$ cat src/rtl/lcd_dma_pkg.sv
package lcd_dma_pkg;
    localparam int REG_AW = 3;
    localparam int REG_DW = 8;
    localparam int LCD_DW = 16;

    localparam logic [REG_AW-1:0] RA_CFG  = 3'd0;
    localparam logic [REG_AW-1:0] RA_CTRL = 3'd1;
    localparam logic [REG_AW-1:0] RA_STAT = 3'd2;
    localparam logic [REG_AW-1:0] RA_ADDR = 3'd3;
    localparam logic [REG_AW-1:0] RA_CNT  = 3'd4;
    localparam logic [REG_AW-1:0] RA_DLO  = 3'd5;
    localparam logic [REG_AW-1:0] RA_DHI  = 3'd6;

    // mode bit 0: data (1) / command (0); mode bit 1: read (1) / send (0)
    typedef enum logic [1:0] {
        M_SEND_CMD = 2'd0,
        M_SEND_DAT = 2'd1,
        M_READ_CMD = 2'd2,
        M_READ_DAT = 2'd3
    } mode_e;

    typedef enum logic [2:0] {
        S_IDLE  = 3'd0,
        S_FETCH = 3'd1,
        S_LOAD  = 3'd2,
        S_WSTB  = 3'd3,
        S_RSTB  = 3'd4,
        S_STORE = 3'd5
    } state_e;
endpackage

$ cat src/rtl/lcd_dma_regs.sv
module lcd_dma_regs
    import lcd_dma_pkg::*;
#(
    parameter int MEM_AW = 8,
    parameter int CNT_W  = 8
) (
    input  logic                clk,
    input  logic                rst_n,
    input  logic                wr,
    input  logic [REG_AW-1:0]   addr,
    input  logic [REG_DW-1:0]   wdata,
    input  logic                busy,
    input  logic                done_set,
    output logic                irq_en,
    output logic [1:0]          irq_prio,
    output logic [1:0]          bus_prio,
    output logic                enable,
    output logic [MEM_AW-1:0]   base_addr,
    output logic [CNT_W-1:0]    word_cnt,
    output logic                done_flag,
    output logic                ovw_flag,
    output logic                start,
    output mode_e               start_mode
);
    localparam int NUM_TRIG = 4;

    typedef struct packed {
        logic              irq_en;
        logic [1:0]        ip;
        logic [1:0]        bp;
        logic              en;
        logic [MEM_AW-1:0] addr;
        logic [CNT_W-1:0]  cnt;
        logic              done;
        logic              ovw;
    } regs_t;

    regs_t r_d, r_q;
    logic [NUM_TRIG-1:0] trig;
    logic                data_wr;

    always_comb begin
        r_d        = r_q;
        start      = 1'b0;
        start_mode = M_SEND_CMD;
        trig       = wdata[NUM_TRIG:1];
        data_wr    = wr && (addr == RA_DLO || addr == RA_DHI);
        // lowest-numbered trigger wins
        for (int i = NUM_TRIG - 1; i >= 0; i--) begin
            if (trig[i]) start_mode = mode_e'(2'(i));
        end
        if (wr) begin
            case (addr)
                RA_CFG: begin
                    r_d.irq_en = wdata[0];
                    r_d.ip     = wdata[2:1];
                    r_d.bp     = wdata[4:3];
                end
                RA_CTRL: begin
                    r_d.en = wdata[0];
                    start  = wdata[0] && !busy && (|trig);
                end
                RA_STAT: begin
                    if (!wdata[0]) r_d.done = 1'b0;
                    if (!wdata[1]) r_d.ovw  = 1'b0;
                end
                RA_ADDR: r_d.addr = MEM_AW'(wdata);
                RA_CNT:  r_d.cnt  = CNT_W'(wdata);
                default: ;
            endcase
        end
        if (done_set)        r_d.done = 1'b1;
        if (data_wr && busy) r_d.ovw  = 1'b1;
    end

    always_ff @(posedge clk or negedge rst_n) begin
        if (!rst_n) r_q <= '0;
        else        r_q <= r_d;
    end

    assign irq_en    = r_q.irq_en;
    assign irq_prio  = r_q.ip;
    assign bus_prio  = r_q.bp;
    assign enable    = r_q.en;
    assign base_addr = r_q.addr;
    assign word_cnt  = r_q.cnt;
    assign done_flag = r_q.done;
    assign ovw_flag  = r_q.ovw;
endmodule

$ cat src/rtl/lcd_dma_seq.sv
module lcd_dma_seq
    import lcd_dma_pkg::*;
#(
    parameter int MEM_AW = 8,
    parameter int CNT_W  = 8
) (
    input  logic              clk,
    input  logic              rst_n,
    input  logic              start,
    input  mode_e             start_mode,
    input  logic [MEM_AW-1:0] base_addr,
    input  logic [CNT_W-1:0]  word_cnt,
    input  logic              cpu_wr_lo,
    input  logic              cpu_wr_hi,
    input  logic [REG_DW-1:0] cpu_byte,
    input  logic [LCD_DW-1:0] mem_rdata,
    input  logic [LCD_DW-1:0] lcd_din,
    output logic              busy,
    output logic              done_set,
    output logic [MEM_AW-1:0] mem_addr,
    output logic              mem_rd,
    output logic              mem_wr,
    output logic [LCD_DW-1:0] mem_wdata,
    output logic              lcd_dc,
    output logic              lcd_wr,
    output logic              lcd_rd,
    output logic [LCD_DW-1:0] lcd_dout,
    output logic [LCD_DW-1:0] hold_word
);
    typedef struct packed {
        state_e            st;
        mode_e             mode;
        logic [MEM_AW-1:0] addr;
        logic [CNT_W-1:0]  cnt;
        logic [LCD_DW-1:0] hold;
    } seq_t;

    seq_t s_d, s_q;
    logic last;
    logic abort;

    always_comb begin
        s_d      = s_q;
        done_set = 1'b0;
        last     = (s_q.cnt == '0);
        abort    = (cpu_wr_lo || cpu_wr_hi) && (s_q.st != S_IDLE);
        case (s_q.st)
            S_IDLE: begin
                if (start) begin
                    s_d.mode = start_mode;
                    s_d.addr = base_addr;
                    s_d.cnt  = word_cnt;
                    s_d.st   = start_mode[1] ? S_RSTB : S_FETCH;
                end
            end
            S_FETCH: s_d.st = S_LOAD;
            S_LOAD: begin
                s_d.hold = mem_rdata;
                s_d.st   = S_WSTB;
            end
            S_RSTB: begin
                s_d.hold = lcd_din;
                s_d.st   = S_STORE;
            end
            S_WSTB, S_STORE: begin
                if (last) begin
                    s_d.st   = S_IDLE;
                    done_set = 1'b1;
                end else begin
                    s_d.addr = s_q.addr + 1'b1;
                    s_d.cnt  = s_q.cnt - 1'b1;
                    s_d.st   = (s_q.st == S_WSTB) ? S_FETCH : S_RSTB;
                end
            end
            default: s_d.st = S_IDLE;
        endcase
        if (abort) begin
            s_d.st   = S_IDLE;
            done_set = 1'b0;
        end
        if (cpu_wr_lo) s_d.hold[7:0]        = cpu_byte;
        if (cpu_wr_hi) s_d.hold[LCD_DW-1:8] = cpu_byte;
    end

    always_ff @(posedge clk or negedge rst_n) begin
        if (!rst_n) s_q <= '0;
        else        s_q <= s_d;
    end

    assign busy      = (s_q.st != S_IDLE);
    assign mem_addr  = s_q.addr;
    assign mem_rd    = (s_q.st == S_FETCH);
    assign mem_wr    = (s_q.st == S_STORE);
    assign mem_wdata = s_q.hold;
    assign lcd_dc    = s_q.mode[0];
    assign lcd_wr    = (s_q.st == S_WSTB);
    assign lcd_rd    = (s_q.st == S_RSTB);
    assign lcd_dout  = s_q.hold;
    assign hold_word = s_q.hold;
endmodule

$ cat src/rtl/lcd_dma_ctrl.sv
module lcd_dma_ctrl
    import lcd_dma_pkg::*;
#(
    parameter int MEM_AW = 8,
    parameter int CNT_W  = 8
) (
    input  logic              clk,
    input  logic              rst_n,
    input  logic              reg_wr,
    input  logic [2:0]        reg_addr,
    input  logic [7:0]        reg_wdata,
    output logic [7:0]        reg_rdata,
    output logic [MEM_AW-1:0] mem_addr,
    output logic              mem_rd,
    input  logic [15:0]       mem_rdata,
    output logic              mem_wr,
    output logic [15:0]       mem_wdata,
    output logic              lcd_dc,
    output logic              lcd_wr,
    output logic              lcd_rd,
    output logic [15:0]       lcd_dout,
    input  logic [15:0]       lcd_din,
    output logic              irq,
    output logic [1:0]        irq_prio,
    output logic [1:0]        bus_prio
);
    logic              busy, done_set, done_flag, ovw_flag;
    logic              irq_en, enable, start;
    mode_e             start_mode;
    logic [MEM_AW-1:0] base_addr;
    logic [CNT_W-1:0]  word_cnt;
    logic [15:0]       hold_word;
    logic              cpu_wr_lo, cpu_wr_hi;

    assign cpu_wr_lo = reg_wr && (reg_addr == RA_DLO);
    assign cpu_wr_hi = reg_wr && (reg_addr == RA_DHI);

    lcd_dma_regs #(.MEM_AW(MEM_AW), .CNT_W(CNT_W)) u_regs (
        .clk(clk), .rst_n(rst_n), .wr(reg_wr), .addr(reg_addr), .wdata(reg_wdata),
        .busy(busy), .done_set(done_set), .irq_en(irq_en), .irq_prio(irq_prio),
        .bus_prio(bus_prio), .enable(enable), .base_addr(base_addr),
        .word_cnt(word_cnt), .done_flag(done_flag), .ovw_flag(ovw_flag),
        .start(start), .start_mode(start_mode)
    );

    lcd_dma_seq #(.MEM_AW(MEM_AW), .CNT_W(CNT_W)) u_seq (
        .clk(clk), .rst_n(rst_n), .start(start), .start_mode(start_mode),
        .base_addr(base_addr), .word_cnt(word_cnt), .cpu_wr_lo(cpu_wr_lo),
        .cpu_wr_hi(cpu_wr_hi), .cpu_byte(reg_wdata), .mem_rdata(mem_rdata),
        .lcd_din(lcd_din), .busy(busy), .done_set(done_set), .mem_addr(mem_addr),
        .mem_rd(mem_rd), .mem_wr(mem_wr), .mem_wdata(mem_wdata), .lcd_dc(lcd_dc),
        .lcd_wr(lcd_wr), .lcd_rd(lcd_rd), .lcd_dout(lcd_dout), .hold_word(hold_word)
    );

    assign irq = done_flag && irq_en;

    always_comb begin
        case (reg_addr)
            RA_CFG:  reg_rdata = {3'b000, bus_prio, irq_prio, irq_en};
            RA_CTRL: reg_rdata = {7'd0, enable};
            RA_STAT: reg_rdata = {5'd0, busy, ovw_flag, done_flag};
            RA_ADDR: reg_rdata = 8'(base_addr);
            RA_CNT:  reg_rdata = 8'(word_cnt);
            RA_DLO:  reg_rdata = hold_word[7:0];
            RA_DHI:  reg_rdata = hold_word[15:8];
            default: reg_rdata = 8'd0;
        endcase
    end
endmodule

$ cat config.mk
export PLATFORM = sky130hd
export DESIGN_NAME = lcd_dma_ctrl
export DESIGN_NICKNAME = d
export VERILOG_FILES = /design/src/rtl/lcd_dma_pkg.sv /design/src/rtl/lcd_dma_regs.sv /design/src/rtl/lcd_dma_seq.sv /design/src/rtl/lcd_dma_ctrl.sv
export SDC_FILE = /design/constraint.sdc
export NUM_CORES = 1
export LEC_CHECK = 0
export ABC_AREA = 1
export BUFFER_PORTS_ARGS = -buffer_cell sky130_fd_sc_hd__buf_4
export CAP_MARGIN = 20
export CELL_PAD_IN_SITES_DETAIL_PLACEMENT = 1
export CELL_PAD_IN_SITES_GLOBAL_PLACEMENT = 2
export CORE_MARGIN = 8
export CORE_UTILIZATION = 31
export DETAILED_ROUTE_END_ITERATION = 10
export GPL_TIMING_DRIVEN = 0
export PLACE_DENSITY_LB_ADDON = 0.25
export SYNTH_ARGS = -nofsm -noshare
export SYNTH_HDL_FRONTEND = slang
export SYNTH_HIERARCHICAL = 1
export SYNTH_SLANG_ARGS = --single-unit
$ cat constraint.sdc
create_clock -name clk -period 3.7 [get_ports clk]
set_input_delay 0.74 -clock clk [delete_from_list [all_inputs] [get_ports clk]]
set_output_delay 0.74 -clock clk [all_outputs]
set_load 0.02 [all_outputs]
==> summary.md <==
After the flow finishes, the layout carries non-filler instances totaling 887. The starting density of the core is 0.315. Setup repair after global routing left no endpoint under its margin. The count of nets left with antenna violations once routing finished came out at 0. The detailed router finished its first iteration with 193 violations.

The distinct cell type count of the synthesized netlist is 34, and the total count of hold-check failures in the final report is 0. Sorting the synthesized cells by area gives the leading types as sky130_fd_sc_hd__dfrtp_1, sky130_fd_sc_hd__nand2_1, sky130_fd_sc_hd__buf_4. The tools report the die footprint as 18,000 um2. The post-route core utilization was 0.409; the slack of the worst reg-to-reg path was 1.75 ns.

The run gives 11,800 um as the detailed-placement wirelength estimate. The tools report the launching point of the worst reg2reg path as u_seq/s_q[34]$_DFFE_PN0P_. The synthesized design contains 0 enable-type register cells. Across the run, the number of max-cap violations was 0. The worst register-to-register path ends at u_seq/s_q[19]$_DFFE_PN0P_.

Detailed-route vias per instance: 4.67. Row generation in the floorplan step produced 43 rows. The final critical path time including I/O delays and setup came out at 2.50 ns. The number of buffers added on ports is 103. The post-route DRC violation count came out at 0. The die span in y works out to 134 um. Setup total negative slack on the finished layout was measured at 0 ns. The net count of the finished layout was 751; the number of global-route vias before repair was 4,579. The source of the critical timing path was reg_addr[2].

Register bit count reported by yosys: 60. In this run the clock root is driven by a sky130_fd_sc_hd__clkbuf_16. The critical path is of the in2out type. Setup violations remaining at the end of the flow were counted as 0. Among all flip-flop cells after synthesis, the most frequent one is sky130_fd_sc_hd__dfrtp_1. For hold timing, the worst endpoint is u_regs/ovw_flag$_DFFE_PN0P_.

The vias after detailed routing is 4,145. The run finished with clean final reports. Clock tree synthesis inserted a total of 9 buffers. Highest ir drop seen on vdd: 290 uV.

Along the worst hold path, the cell count comes to 2. The share of the synthesized area in the top cell type works out to 0.348. The cell area that synthesis handed to floorplanning was 4320 um2. Counting every net in the synthesized netlist gives 637.

The pre-CTS setup slack was 1.07 ns; the initial antenna violation count was 0. The first global-routing pass estimated 23,800 um of wire. The logs give 4 for the number of detailed-routing iterations run before antenna repair and 2.97 nW for the leakage power total. The maximum buffer depth of the clock tree is 2. Entering global routing, the biggest net connects 61 pins.

Global routing finished with a remaining overflow of 0. For the worst setup path, the data required time is 2.96 ns. Once the clock tree was built, the resizer swapped 0 gates to a different size.

For the core box area, the log shows 13,700 um2. The congestion estimate from routability-driven global placement came to 0.846. The global-route total usage across every layer was 0.168. For the number of sinks driven by the clock tree, the log shows 60. The largest total area in the synthesized netlist belongs to sky130_fd_sc_hd__dfrtp_1. The path class of the tightest hold or removal check is reg2reg. The final max-slew violation count came out at 0. At the worst endpoint, the arrival time is 1.76 ns. The power per cell area was 714 nW/um2; the average footprint of a synthesized cell was 7.34 um2. STA classifies the critical path startpoint as an input port. In this run the horizontal extent of the chip is 134 um. The number of standard cells after synthesis was 588; the detailed-route wire length was 14,400 um. In this run, placement finished with an instance count of 871. The remaining max-slew budget at the tightest pin is 0.452, and the highest achievable clock rate is 400 MHz.

In this run the post-CTS setup repair buffer count came out at 0. The H-tree generated during clock tree synthesis spans 3 levels. The largest clock skew in the final design came out at 0.00489 ns.

The post-layout worst setup margin is 1.20 ns, and the per-cell routed wire length is 16.2 um. The share of the cycle needed by the critical path after routing is 0.676. TritonCTS built the clock tree. The worst setup path is captured at a primary output. For the worst flop-to-flop path, the logic depth is 12.

The tools report the fraction of the yosys area taken by sequential cells as 0.348. The clock edge transition at the registers on the reported setup and hold paths was 0.05 ns. The proportion of register bits with asynchronous set or reset after synthesis is 1.00. Transition time at the pin with the least slew margin: 0.822 ns.

During synthesis, Yosys emitted a total of 6 warnings. The number of antenna diodes in the final layout is 0. The area growth from synthesis to layout is 29.9%, and the number of hold buffers added after CTS is 0.

104 I/O pins were placed. The startpoint of the tightest hold check path is u_regs/ovw_flag$_DFFE_PN0P_. The ratio of cells with drive above 1 in the final layout works out to 0.349. For the worst-skew pair, the clock arrives at the later sink with an insertion delay of 0.34 ns. The top fanout value on the critical path is 10. The design draws 0.00400 W.
==> cells in the final DEF, fill, tap and decap left out, types with 8 or more instances in the layout <==
cell | netlist | layout
sky130_fd_sc_hd__buf_6 | 9 | 9
sky130_fd_sc_hd__clkbuf_16 | 0 | 9
sky130_fd_sc_hd__nand4_1 | 27 | 27
sky130_fd_sc_hd__o21ai_2 | 16 | 16
sky130_fd_sc_hd__o211ai_1 | 16 | 16
sky130_fd_sc_hd__o21ai_0 | 15 | 15
sky130_fd_sc_hd__buf_4 | 60 | 163
sky130_fd_sc_hd__nor2_1 | 36 | 36
sky130_fd_sc_hd__dfrtp_1 | 60 | 60
sky130_fd_sc_hd__a21oi_1 | 8 | 8
sky130_fd_sc_hd__or2_2 | 11 | 11
sky130_fd_sc_hd__o21ai_1 | 11 | 11
sky130_fd_sc_hd__nand2_1 | 188 | 188
sky130_fd_sc_hd__nand3_1 | 33 | 33
sky130_fd_sc_hd__inv_1 | 48 | 48
==> logic make-up after synthesis <==
group                    share of synthesized area
XOR/XNOR                                   0.00203
adder cells (fa/ha/maj)                    0.00870
flip-flops                                   0.348
AND/OR/NAND/NOR                              0.342
AO/OA/AOI/OAI                                0.110
buffers and inverters                        0.189
==> power by group <==
group / leakage, nW / total [W] / internal, W / switching [W]
Sequential: 0.769 / 0.00107 / 0.000852 / 0.000214
Clock: 0.137 / 0.000831 / 0.000517 / 0.000314
Combinational: 2.06 / 0.00211 / 0.000956 / 0.00115
==> routing by layer <==
layer	up-vias	track usage	wire length, um
li1	2083	-	-
met1	1966	0.191	6080
met2	83	0.297	7340
met3	13	0.0415	746
met4	0	0.0611	229
met5	-	0	0
==> cell usage after synthesis, types with 2 or more instances <==
| cell | number |
|---|---|
| sky130_fd_sc_hd__inv_1 | 48 |
| sky130_fd_sc_hd__nor2_1 | 36 |
| sky130_fd_sc_hd__nor3_1 | 2 |
| sky130_fd_sc_hd__buf_2 | 4 |
| sky130_fd_sc_hd__buf_4 | 60 |
| sky130_fd_sc_hd__nand2_1 | 188 |
| sky130_fd_sc_hd__a22oi_1 | 4 |
| sky130_fd_sc_hd__dfrtp_1 | 60 |
| sky130_fd_sc_hd__inv_4 | 2 |
| sky130_fd_sc_hd__o21ai_1 | 11 |
| sky130_fd_sc_hd__or2_2 | 11 |
| sky130_fd_sc_hd__nand3b_1 | 2 |
| sky130_fd_sc_hd__clkbuf_1 | 2 |
| sky130_fd_sc_hd__inv_2 | 6 |
| sky130_fd_sc_hd__nand2_2 | 6 |
| sky130_fd_sc_hd__buf_6 | 9 |
| sky130_fd_sc_hd__o21ai_0 | 15 |
| sky130_fd_sc_hd__nand3_1 | 33 |
| sky130_fd_sc_hd__o21ai_2 | 16 |
| sky130_fd_sc_hd__ha_1 | 3 |
| sky130_fd_sc_hd__nor2_4 | 6 |
| sky130_fd_sc_hd__nand3_2 | 4 |
| sky130_fd_sc_hd__a21oi_1 | 8 |
| sky130_fd_sc_hd__nand4_1 | 27 |
| sky130_fd_sc_hd__o211ai_1 | 16 |
==> worst max-delay path, stage by stage <==
cell and delay [ns]:
sky130_fd_sc_hd__buf_4 0.14, sky130_fd_sc_hd__buf_4 0.17, sky130_fd_sc_hd__buf_2 0.19, sky130_fd_sc_hd__nor3b_1 0.20
sky130_fd_sc_hd__nor2_1 0.07, sky130_fd_sc_hd__nand2_1 0.10, sky130_fd_sc_hd__buf_4 0.15
==> flip-flops by register name (all words and copies together), names as in the netlist <==
name and count:
u_regs/ovw_flag 1, u_regs/bus_prio 2, u_regs/base_addr 8, u_seq/s_q 11
u_regs/irq_prio 2, u_seq/mem_addr 8, u_regs/irq_en 1, u_regs/done_flag 1
u_regs/enable 1, u_seq/hold_word 16, u_regs/word_cnt 8, u_seq/lcd_dc 1
==> metrics by stage <==
stage	hold WS (ns)	cell area, um2
2_1_floorplan	0.442	4320
3_3_place_gp	0.472	5310
3_5_place_dp	0.471	5310
4_1_cts	0.485	5610
5_1_grt	0.514	5610
6_report	0.478	5610
==> final cells by class <==
class | instances | area, um2
inverters | 56 | 215
clock buffers | 9 | 225
well taps | 180 | 225
repair buffers | 103 | 773
clock inverters | 7 | 67.6
multi-input cells | 396 | 2000
plain buffers | 76 | 599
flip-flops and latches | 60 | 1500
fillers | 1705 | 8110
==> worst max path at each step <==
stage,cells after the start,to,slack [ns]
floorplan,5,reg_rdata[3],1.51
global placement,11,u_regs/done_flag$_DFFE_PN0P_,1.08
detailed placement,11,u_regs/done_flag$_DFFE_PN0P_,1.07
CTS,5,lcd_rd,1.18
global route,7,reg_rdata[3],1.07
finish,7,reg_rdata[3],1.20
Power figures use the tool's default switching activity.
